## config.mk

```make
export PLATFORM = sky130hd
export DESIGN_NAME = pmic_cmd_channel
export DESIGN_NICKNAME = d
export VERILOG_FILES = /design/src/rtl/pcc_pkg.sv /design/src/rtl/pcc_rdmask.sv /design/src/rtl/pcc_seq.sv /design/src/rtl/pcc_regfile.sv /design/src/rtl/pmic_cmd_channel.sv
export SDC_FILE = /design/constraint.sdc
export NUM_CORES = 1
export LEC_CHECK = 0
export BUFFER_PORTS_ARGS = -buffer_cell sky130_fd_sc_hd__buf_2
export CAP_MARGIN = 20
export CORE_MARGIN = 3
export CORE_UTILIZATION = 35
export CTS_CLUSTER_SIZE = 25
export DETAILED_ROUTE_END_ITERATION = 12
export GPL_ROUTABILITY_DRIVEN = 0
export SLEW_MARGIN = 30
export SYNTH_ARGS = -nofsm -noshare
export SYNTH_HDL_FRONTEND = slang
export SYNTH_SLANG_ARGS = --single-unit
```

## constraint.sdc

```tcl
create_clock -name clk -period 2.74 [get_ports clk]
set_input_delay 0.137 -clock clk [delete_from_list [all_inputs] [get_ports clk]]
set_output_delay 0.137 -clock clk [all_outputs]
set_load 0.02 [all_outputs]
```

## src/rtl/pcc_pkg.sv

```systemverilog
// Package: shared constants, types and opcode classifiers for the command channel.
// Assumes a 32-bit register word and a 64-bit (8-byte) transaction payload.
package pcc_pkg;
    localparam int WORD_W  = 32;
    localparam int OFS_W   = 7;
    localparam int LANES   = 8;
    localparam int BC_W    = $clog2(LANES);
    localparam int PAY_W   = LANES * 8;

    localparam logic [OFS_W-1:0] OFS_CMD  = 7'h00;
    localparam logic [OFS_W-1:0] OFS_CFG  = 7'h04;
    localparam logic [OFS_W-1:0] OFS_STAT = 7'h08;
    localparam logic [OFS_W-1:0] OFS_WD0  = 7'h10;
    localparam logic [OFS_W-1:0] OFS_WD1  = 7'h14;
    localparam logic [OFS_W-1:0] OFS_RD0  = 7'h18;
    localparam logic [OFS_W-1:0] OFS_RD1  = 7'h1C;

    localparam logic [4:0] OPC_XRD_LONG = 5'd1;
    localparam logic [4:0] OPC_BUS_RST  = 5'd3;
    localparam logic [4:0] OPC_BUS_WAKE = 5'd6;
    localparam logic [4:0] OPC_HOST_RD  = 5'd8;
    localparam logic [4:0] OPC_XRD      = 5'd13;
    localparam logic [4:0] OPC_RD       = 5'd15;

    typedef struct packed {
        logic [4:0]      opc;
        logic [3:0]      sid;
        logic [15:0]     addr;
        logic [BC_W-1:0] bc;
    } xact_t;

    typedef struct packed {
        logic dropped;
        logic denied;
        logic fail;
        logic done;
    } stat_t;

    function automatic logic op_is_ctrl(input logic [4:0] opc);
        return (opc >= OPC_BUS_RST) && (opc <= OPC_BUS_WAKE);
    endfunction

    function automatic logic op_is_read(input logic [4:0] opc);
        return (opc == OPC_XRD_LONG) || (opc == OPC_HOST_RD) ||
               (opc == OPC_XRD) || (opc == OPC_RD);
    endfunction

    // Splits a command word into request fields; control opcodes lose address and count.
    function automatic xact_t decode_cmd(input logic [WORD_W-1:0] w);
        xact_t x;
        x.opc  = w[31:27];
        x.sid  = w[23:20];
        x.addr = op_is_ctrl(w[31:27]) ? 16'h0 : w[19:4];
        x.bc   = op_is_ctrl(w[31:27]) ? '0 : w[BC_W-1:0];
        return x;
    endfunction
endpackage

```

## src/rtl/pcc_rdmask.sv

```systemverilog
// Module: zeroes every read byte whose lane index is above the byte count.
// Assumes lane 0 sits in the least significant byte of the payload.
module pcc_rdmask #(
    parameter int LANES = 8,
    localparam int BC_W = $clog2(LANES)
) (
    input  logic [BC_W-1:0]    bc,
    input  logic [LANES*8-1:0] raw,
    output logic [LANES*8-1:0] masked
);
    for (genvar g = 0; g < LANES; g++) begin : g_lane
        // Lane g survives only when it lies inside the transfer length.
        assign masked[g*8 +: 8] = (BC_W'(g) <= bc) ? raw[g*8 +: 8] : 8'h00;
    end
endmodule

```

## src/rtl/pcc_seq.sv

```systemverilog
// Module: transaction sequencer. It accepts one command at a time, drives the
// request handshake, collects the response and keeps the status flags.
// Assumes the bus engine answers only after it has taken the request.
module pcc_seq
    import pcc_pkg::*;
(
    input  logic              clk,
    input  logic              rst_n,
    input  logic              cmd_wr,
    input  logic [WORD_W-1:0] cmd_word,
    input  logic [PAY_W-1:0]  wd_words,
    input  logic              req_ready,
    input  logic              rsp_valid,
    input  logic              rsp_fail,
    input  logic              rsp_denied,
    output logic              req_valid,
    output xact_t             req,
    output logic [PAY_W-1:0]  req_wdata,
    output stat_t             stat,
    output logic [WORD_W-1:0] cmd_shadow,
    output logic              rd_load
);
    typedef enum logic [1:0] {S_IDLE, S_ISSUE, S_WAIT} seq_e;
    seq_e state;
    logic drop_pend;
    logic busy;

    assign busy      = (state != S_IDLE);
    assign req_valid = (state == S_ISSUE);
    // A successful read completion loads the read-data words.
    assign rd_load   = (state == S_WAIT) && rsp_valid && op_is_read(req.opc) &&
                       !rsp_fail && !rsp_denied;

    // Steps the state machine and records the request, status and drop marker.
    always_ff @(posedge clk) begin
        if (!rst_n) begin
            state      <= S_IDLE;
            req        <= '0;
            req_wdata  <= '0;
            stat       <= '0;
            cmd_shadow <= '0;
            drop_pend  <= 1'b0;
        end else begin
            if (busy && cmd_wr) drop_pend <= 1'b1;
            case (state)
                S_IDLE: if (cmd_wr) begin
                    req        <= decode_cmd(cmd_word);
                    req_wdata  <= wd_words;
                    cmd_shadow <= cmd_word;
                    stat       <= '0;
                    drop_pend  <= 1'b0;
                    state      <= S_ISSUE;
                end
                S_ISSUE: if (req_ready) state <= S_WAIT;
                S_WAIT: if (rsp_valid) begin
                    stat  <= '{dropped: drop_pend | cmd_wr, denied: rsp_denied,
                               fail: rsp_fail, done: 1'b1};
                    state <= S_IDLE;
                end
                default: state <= S_IDLE;
            endcase
        end
    end

    // a pending request keeps all fields until it is taken.
    p_req_hold_r1: assert property (@(posedge clk) disable iff (!rst_n)
        (req_valid && !req_ready) |=> (req_valid && $stable(req) && $stable(req_wdata)));
    // control opcodes never carry address or count.
    p_ctrl_zero_r3: assert property (@(posedge clk) disable iff (!rst_n)
        (req_valid && op_is_ctrl(req.opc)) |-> (req.addr == 16'h0 && req.bc == '0));
    // acceptance clears the status word.
    p_accept_clear_r4: assert property (@(posedge clk) disable iff (!rst_n)
        (!busy && cmd_wr) |=> (stat == '0 && req_valid));
    // done stays low while a transaction is open.
    p_busy_nodone_r4: assert property (@(posedge clk) disable iff (!rst_n)
        busy |-> !stat.done);
    // a command written in the completion cycle still marks the result dropped.
    p_late_drop_r7: assert property (@(posedge clk) disable iff (!rst_n)
        (state == S_WAIT && rsp_valid && cmd_wr) |=> (stat.dropped && !req_valid));
endmodule

```

## src/rtl/pcc_regfile.sv

```systemverilog
// Module: software-visible register file with read mux and command strobe.
// Assumes whole-word accesses at word-aligned offsets inside the window.
module pcc_regfile
    import pcc_pkg::*;
#(
    parameter int LANES = 8
) (
    input  logic               clk,
    input  logic               rst_n,
    input  logic               reg_we,
    input  logic [OFS_W-1:0]   reg_addr,
    input  logic [WORD_W-1:0]  reg_wdata,
    output logic [WORD_W-1:0]  reg_rdata,
    output logic               cmd_wr,
    output logic [PAY_W-1:0]   wd_words,
    input  logic               rd_load,
    input  logic [PAY_W-1:0]   rd_value,
    input  stat_t              stat,
    input  logic [WORD_W-1:0]  cmd_shadow
);
    logic [WORD_W-1:0] cfg_q, wd0_q, wd1_q, rd0_q, rd1_q;

    assign cmd_wr   = reg_we && (reg_addr == OFS_CMD);
    assign wd_words = {wd1_q, wd0_q};

    // Stores the configuration and write-data words from software.
    always_ff @(posedge clk) begin
        if (!rst_n) begin
            cfg_q <= '0;
            wd0_q <= '0;
            wd1_q <= '0;
        end else if (reg_we) begin
            if (reg_addr == OFS_CFG) cfg_q <= reg_wdata;
            if (reg_addr == OFS_WD0) wd0_q <= reg_wdata;
            if (reg_addr == OFS_WD1) wd1_q <= reg_wdata;
        end
    end

    // Loads the read-data words on a successful read completion only.
    always_ff @(posedge clk) begin
        if (!rst_n) begin
            rd0_q <= '0;
            rd1_q <= '0;
        end else if (rd_load) begin
            rd0_q <= rd_value[WORD_W-1:0];
            rd1_q <= rd_value[PAY_W-1:WORD_W];
        end
    end

    // Selects the register addressed by software; unmapped offsets give zero.
    always_comb begin
        case (reg_addr)
            OFS_CMD:  reg_rdata = cmd_shadow;
            OFS_CFG:  reg_rdata = cfg_q;
            OFS_STAT: reg_rdata = {{(WORD_W-4){1'b0}}, stat};
            OFS_WD0:  reg_rdata = wd0_q;
            OFS_WD1:  reg_rdata = wd1_q;
            OFS_RD0:  reg_rdata = rd0_q;
            OFS_RD1:  reg_rdata = rd1_q;
            default:  reg_rdata = '0;
        endcase
    end

    // read data holds unless a successful read completes.
    p_rdata_hold_r6: assert property (@(posedge clk) disable iff (!rst_n)
        !rd_load |=> ($stable(rd0_q) && $stable(rd1_q)));
    // a write-data store is visible on the next cycle.
    p_wd_store_r2: assert property (@(posedge clk) disable iff (!rst_n)
        (reg_we && reg_addr == OFS_WD0) |=> (wd_words[WORD_W-1:0] == $past(reg_wdata)));
endmodule

```

## src/rtl/pmic_cmd_channel.sv

```systemverilog
// Module: top of one command channel; joins the register file, the sequencer
// and the read-byte mask. Assumes one bus engine serves this channel.
module pmic_cmd_channel
    import pcc_pkg::*;
(
    input  logic              clk,
    input  logic              rst_n,
    input  logic              reg_we,
    input  logic [6:0]        reg_addr,
    input  logic [31:0]       reg_wdata,
    output logic [31:0]       reg_rdata,
    output logic              req_valid,
    input  logic              req_ready,
    output logic [4:0]        req_opcode,
    output logic [3:0]        req_sid,
    output logic [15:0]       req_addr,
    output logic [2:0]        req_bc,
    output logic [63:0]       req_wdata,
    input  logic              rsp_valid,
    input  logic              rsp_fail,
    input  logic              rsp_denied,
    input  logic [63:0]       rsp_rdata
);
    logic              cmd_wr, rd_load;
    logic [PAY_W-1:0]  wd_words, rd_masked;
    logic [WORD_W-1:0] cmd_shadow;
    xact_t             req;
    stat_t             stat;

    assign req_opcode = req.opc;
    assign req_sid    = req.sid;
    assign req_addr   = req.addr;
    assign req_bc     = req.bc;

    pcc_regfile #(.LANES(LANES)) u_regs (
        .clk(clk), .rst_n(rst_n), .reg_we(reg_we), .reg_addr(reg_addr),
        .reg_wdata(reg_wdata), .reg_rdata(reg_rdata), .cmd_wr(cmd_wr),
        .wd_words(wd_words), .rd_load(rd_load), .rd_value(rd_masked),
        .stat(stat), .cmd_shadow(cmd_shadow)
    );

    pcc_seq u_seq (
        .clk(clk), .rst_n(rst_n), .cmd_wr(cmd_wr), .cmd_word(reg_wdata),
        .wd_words(wd_words), .req_ready(req_ready), .rsp_valid(rsp_valid),
        .rsp_fail(rsp_fail), .rsp_denied(rsp_denied), .req_valid(req_valid),
        .req(req), .req_wdata(req_wdata), .stat(stat),
        .cmd_shadow(cmd_shadow), .rd_load(rd_load)
    );

    pcc_rdmask #(.LANES(LANES)) u_mask (
        .bc(req.bc), .raw(rsp_rdata), .masked(rd_masked)
    );

    // no request is pending in the cycle after reset.
    p_reset_idle_r9: assert property (@(posedge clk)
        !rst_n |=> !req_valid);
endmodule

```

# Yosys cells after proc, flatten, opt, wreduce, memory -nomap -nowiden
# Index checks and enable logic that the tools add are counted.
dict set report op_classes {
  div 0
  n_mux 21
  n_reduce_logical 22
  order_cmp 10
  n_shift 0
  eq_ne 15
  bitwise_logic 1
  n_mul 0
  addsub 0
}
# operator count
set op_table {}
lappend op_table {{32-bit one-hot mux with 7 select lines} 1}
lappend op_table {{8-bit 2-to-1 mux} 8}
lappend op_table {{7-bit by 5-bit == test with 1-bit output (second input constant)} 4}
lappend op_table {{16-bit 2-to-1 mux} 1}
lappend op_table {{5-bit by 4-bit == test with 1-bit output (second input constant)} 3}
lappend op_table {{3-bit <= comparator (first input constant)} 4}
lappend op_table {{4-bit 2-to-1 mux} 2}
lappend op_table {{4-bit one-hot mux with 2 select lines} 1}
lappend op_table {{2-bit AND reduction} 4}
lappend op_table {{7-bit by 3-bit == test with 1-bit output (second input constant)} 1}
lappend op_table {{7-bit by 4-bit == test with 1-bit output (second input constant)} 1}
lappend op_table {{1-bit logical AND} 7}
lappend op_table {{7-bit zero test} 1}
lappend op_table {{1-bit by 3-bit <= comparator with 1-bit output (first input constant)} 2}
lappend op_table {{2-bit by 3-bit <= comparator with 1-bit output (first input constant)} 2}
lappend op_table {{2-bit 2-to-1 mux} 3}
lappend op_table {{2-bit one-hot mux with 3 select lines} 1}
lappend op_table {{3-bit AND reduction} 2}
lappend op_table {{5-bit by 1-bit == test with 1-bit output (second input constant)} 1}
lappend op_table {{5-bit by 2-bit >= comparator with 1-bit output (second input constant)} 1}
lappend op_table {{5-bit by 3-bit <= comparator with 1-bit output (second input constant)} 1}
lappend op_table {{2-bit by 1-bit != test with 1-bit output (second input constant)} 2}
lappend op_table {{2-bit nonzero test} 2}
lappend op_table {{1-bit logical OR} 3}
lappend op_table {{other kinds (8)} 11}
dict set report totals {
  mem_bits_ro 0
  latch_bits 0
  mem_bits_rw 0
  reg_bits 291
  in_bits 110
  out_inout_bits 125
  mem_count 0
  wordCells 86
}

# Depth between registers and ports, before layout
dict set report depth {
  ltp_word 7
  mapped_depth 9
  depth_no_buf 4
}

# Cells and area by module
# Synthesis repeated with hierarchy kept, for this count alone.
dict set report hier_totals {
  cells_unflattened 1439
  hier_area_um2 12799.8
}
# module n_inst cells_per_inst seq_area_each_um2 area_per_inst_um2
set by_module_without_submodules {}
lappend by_module_without_submodules {pcc_regfile 1 817 3203.1 7559.8}
lappend by_module_without_submodules {pcc_seq 1 549 2442.3 4793.3}
lappend by_module_without_submodules {pcc_rdmask 1 73 0.0 446.7}

# Worst setup path before layout
# No wires, ideal clock.
dict set report synth_path {
  path_kind {flip-flop to flip-flop}
  start {register u_seq.state[1]}
  end {register u_seq.req[18] (netlist name)}
  synth_period_minus_slack_ns 2.185
  slack_ns 0.555
  setup_ns 0.150
  t_required_ns 2.590
  stages_incl_launch_ff 9
  n_path_buf 4
  t_arrival_ns 2.035
  path_cell_list {dfxtp_1 > or4b_2 > or4_1 > buf_2 > buf_6 > buf_6 > buf_6 > nand3_1 > o31ai_1}
}
dict set report synth_via {
  elab_chain_cells 2
}
# element line
set synth_rtl {}
lappend synth_rtl {{start, declared} pcc_seq.sv:24} ;# seq_e state;
lappend synth_rtl {{start signal, assigned} pcc_seq.sv:37} ;# state <= S_IDLE;
lappend synth_rtl {{start signal, assigned} pcc_seq.sv:52} ;# state <= S_ISSUE;
lappend synth_rtl {{start signal, assigned} pcc_seq.sv:54} ;# S_ISSUE: if (req_ready) state <= S_WAIT;
lappend synth_rtl {{2-bit zero test} pcc_seq.sv:45} ;# case (state)
lappend synth_rtl {{2-bit AND reduction (no source line)} --}
# No other way between the ends.
# A chain may end at the register's enable or synchronous reset.

# Worst setup path after layout
dict set report layout_path {
  start {register u_seq.state[1]}
  end {register u_regs.rd0_q[18]}
}
dict set report layout_via {
  elab_chain_cells 5
}
# element line
set layout_rtl {}
lappend layout_rtl {{2-bit == test} pcc_seq.sv:31} ;# assign rd_load = (state == S_WAIT) && rsp_valid && op_is_read(req.opc) &&
lappend layout_rtl {{1-bit logical AND (3 in series)} pcc_seq.sv:31}
lappend layout_rtl {{1-bit logical AND} pcc_seq.sv:32} ;# !rsp_fail && !rsp_denied;
lappend layout_rtl {{end signal, assigned} pcc_regfile.sv:45} ;# rd0_q <= rd_value[WORD_W-1:0];
lappend layout_rtl {{end, declared} pcc_regfile.sv:21} ;# logic [WORD_W-1:0] cfg_q, wd0_q, wd1_q, rd0_q, rd1_q;
# No other way between the ends.

==> run_results.csv <==
group,metric,value,unit
outcome,status,"finished, final reports clean",
hold_path,holdCritPathClass,"primary input to flop",
route,drt_iter0_drc,965,
global_routing,grt_max_degree,126,
floorplanning,die_area,35500,um^2
cells_and_area,diodes,0,
logic_synthesis,synth-compound-area-share,12.9,%
logic_synthesis,synth_cells,1307,
route,drt-met1-wl,18300,um
global_routing,antenna_found_initial,1,
setup_path,critPathKind,"flop to flop",
logic_synthesis,yosysSeqAreaShare,48.5,%
place,placed_cell_area,13200,um^2
logic_synthesis,syn_area,11600,um^2
cells_and_area,area_growth,31.6,%
power_and_ir_drop,power.density,589,nW/um^2
timing,timing.setup.tns,0,ps
place,place_ws,535,ps
logic_synthesis,synth_edf_count,0,
logic_synthesis,muxShareOfSynthArea,12.3,%
logic_synthesis,synth-async-reset-ratio,0,%
clock_network,cts.clk_slew.worst_paths,60,ps
run,maxCapViolCount,0,
logic_synthesis,synth-main-ff-cell,"dfxtp_1",
route,drc,0,
setup_path,startpoint_type,"flop",
floorplanning,ios,235,
logic_synthesis,synth_simple_gate_area_share,20.8,%
cells_and_area,final_cell_mix,"295 x nand2_1, 282 x dfxtp_1, 233 x buf_2, 177 x nand3_1, 105 x dlygate4sd3_1",
logic_synthesis,synth-warning-count,0,
global_routing,grt_overflow,0,
timing,hold_violations,0,
cells_and_area,final_area,15300,um^2
cells_and_area,layout-drive-gt1-share,23.1,%
place,hpwlAfterDp,26700,um
floorplanning,rows,66,
logic_synthesis,synth_area_per_cell,8.91,um^2
route,ant_nets,0,
logic_synthesis,synth_fp_nets,1417,
timing,max_freq,392,MHz
setup_path,worstSetupEndpointType,"flop",
logic_synthesis,synth_adder_area_share,0,%
setup_path,crit_fanout,17,
timing,worst_pin_slew,784,ps
route,vias,10600,
global_routing,grt_pass1_vias,10100,
route,wl_met2,16500,um
place,numPortBuffers,234,
timing,layout_setup_ws,188,ps
route,dr_wl_met3,3210,um
logic_synthesis,synth_top_family_by_area,"simple AND/OR/NAND/NOR gates",
floorplanning,initial_core_util,35.7,%
clock_network,cts_made_buffers,30,
logic_synthesis,netlist.area_leader.share,48.5,%
cells_and_area,multiInputGateArea,5420,um^2
clock_network,root_buffer,"clkbuf_16",
clock_network,tritoncts,"yes",
route,routedWlPerCell,19.1,um
logic_synthesis,ys_ff_latch,282,
clock_network,clock-sinks,282,
global_routing,grt_use_total,21.1,%
floorplanning,die_w,188,um
clock_network,htree_levels,1,
logic_synthesis,yosys-top-cells-area,"dfxtp_1 48%, nand2_1 9.5%, nand3_1 7.6%, mux4_2 6.2%, mux2i_1 5.7%",
route,drt_pre_antenna_iters,6,
route,routed.top_layer,"met5",
timing,fin_crit_sh,93.2,%
global_routing,grt_pass1_wl,59700,um
route,wirelength,39000,um
route,avgViaCountPerCell,5.18,
timing,report.final.slew_viol_count,0,
clock_network,worstSkewPairLatency,570,ps
setup_path,cp.required,3230,ps
timing,finClkSkew,22.4,ps
power_and_ir_drop,peakVddDrop,488,uV
power_and_ir_drop,p_total,0.00902,W
floorplanning,core_area,32600,um^2
cells_and_area,nNetsFinal,1691,
timing,min_period,2550,ps
logic_synthesis,synth_xor_area_share,0.0752,%
timing,slew_headroom,47.7,%
logic_synthesis,ys_types,37,
power_and_ir_drop,p_leak,5.92,nW
clock_network,clock_path_buffers,3,
logic_synthesis,yosysTopAreaCell,"dfxtp_1",
setup_path,critPathArrivalTime,3040,ps
cells_and_area,seqCellArea,5650,um^2
cells_and_area,num-fill-cells,3158,
timing,finalSetupViolations,0,
floorplanning,die_h,188,um
cells_and_area,final_common_cell,"nand2_1",
timing,rsz0062_at_grt,"no",
-- cell usage after synthesis, drive strengths merged (3+ instances only) --
library cell and number:
and2 4, nand3 177, nor3 8, o31ai 19, o21ai 148, or4 4, clkbuf 79, nand2 295
mux4 32, a221o 32, nor4 3, mux2 4, dfxtp 282, and3 33, buf 50, mux2i 66
nor2 6, a21oi 48
-- sequential cells by signal (all words and copies together), names as in the netlist, named ones only --
register and count:
u_regs.rd1_q 32, u_seq.req_wdata 64, u_regs.rd0_q 32, u_regs.wd1_q 32, u_seq.stat 4, u_seq.req 19, u_regs.wd0_q 32, u_seq.state 2
u_seq.cmd_shadow 32, u_regs.cfg_q 32
-- critical path: stages, from the launching register on --
cell           delay, ps
dfxtp_1              380
nand3b_1             260
or4_1                570
a21oi_4              300
buf_12               220
mux2i_1              190
dlygate4sd3_1        560
-- path summary, 6_finish.rpt --
path | from | end | slack, ps | cells after the start
max reg2reg | u_seq.state[1]$_SDFFE_PN0P_ | u_regs.rd0_q[18]$_SDFFE_PN0P_ | 190 | 6
min | rsp_valid | u_seq.stat[0]$_SDFFE_PN0P_ | 100 | 3
min reg2reg | u_seq.req_wdata[59]$_SDFFE_PN0P_ | u_seq.req_wdata[59]$_SDFFE_PN0P_ | 450 | 2
max | u_seq.state[1]$_SDFFE_PN0P_ | u_regs.rd0_q[18]$_SDFFE_PN0P_ | 190 | 6
-- area by class of cell --
class / count / share of cell area, %
Inverter: 2 / 0.0490
Sequential cell: 282 / 36.8
Multi-Input combinational cell: 894 / 35.4
Tap cell: 442 / 3.61
Timing Repair Buffer: 371 / 17.0
Clock buffer: 42 / 5.78
Clock inverter: 14 / 1.38
-- stage by stage --
stage,hold slack (ps),cells,utilization (%)
6_report,96.1,2047,47.0
5_1_grt,165,2047,47.0
4_1_cts,72.3,2044,46.9
3_5_place_dp,393,1883,40.3
3_3_place_gp,389,1883,40.3
2_1_floorplan,267,1307,-
-- routing by layer --
metal / track usage, % / vias to the layer above
met4: 5.96 / 2
li1: - / 5151
met3: 4.84 / 69
met5: 0 / -
met2: 30.8 / 370
met1: 31.2 / 5021
-- power by group --
part / internal [W] / switching (W)
Clock: 0.00272 / 0.00171
Combinational: 0.000204 / 0.000280
Sequential: 0.00410 / 0.00000290
Total: 0.00703 / 0.00199
-- what timing repair did --
item / CTS / global route
endpoints found under the setup margin: 0 / 3
hold buffers: 105 / 0
setup buffers: 0 / 3
gates resized for setup: 0 / 0
hold endpoints to repair: 219 / 0
-- kinds of logic (layout without fill, tap and decap cells) --
| kind of cell | Yosys count | in the layout |
|---|---|---|
| AOI/OAI and AO/OA | 252 | 252 |
| xor gates and xnor gates | 1 | 1 |
| buffers and inverters | 131 | 429 |
| DFF | 282 | 282 |
| muxes | 102 | 102 |
| and+or+nand+nor | 539 | 539 |
(Power assumes the default switching activity.)
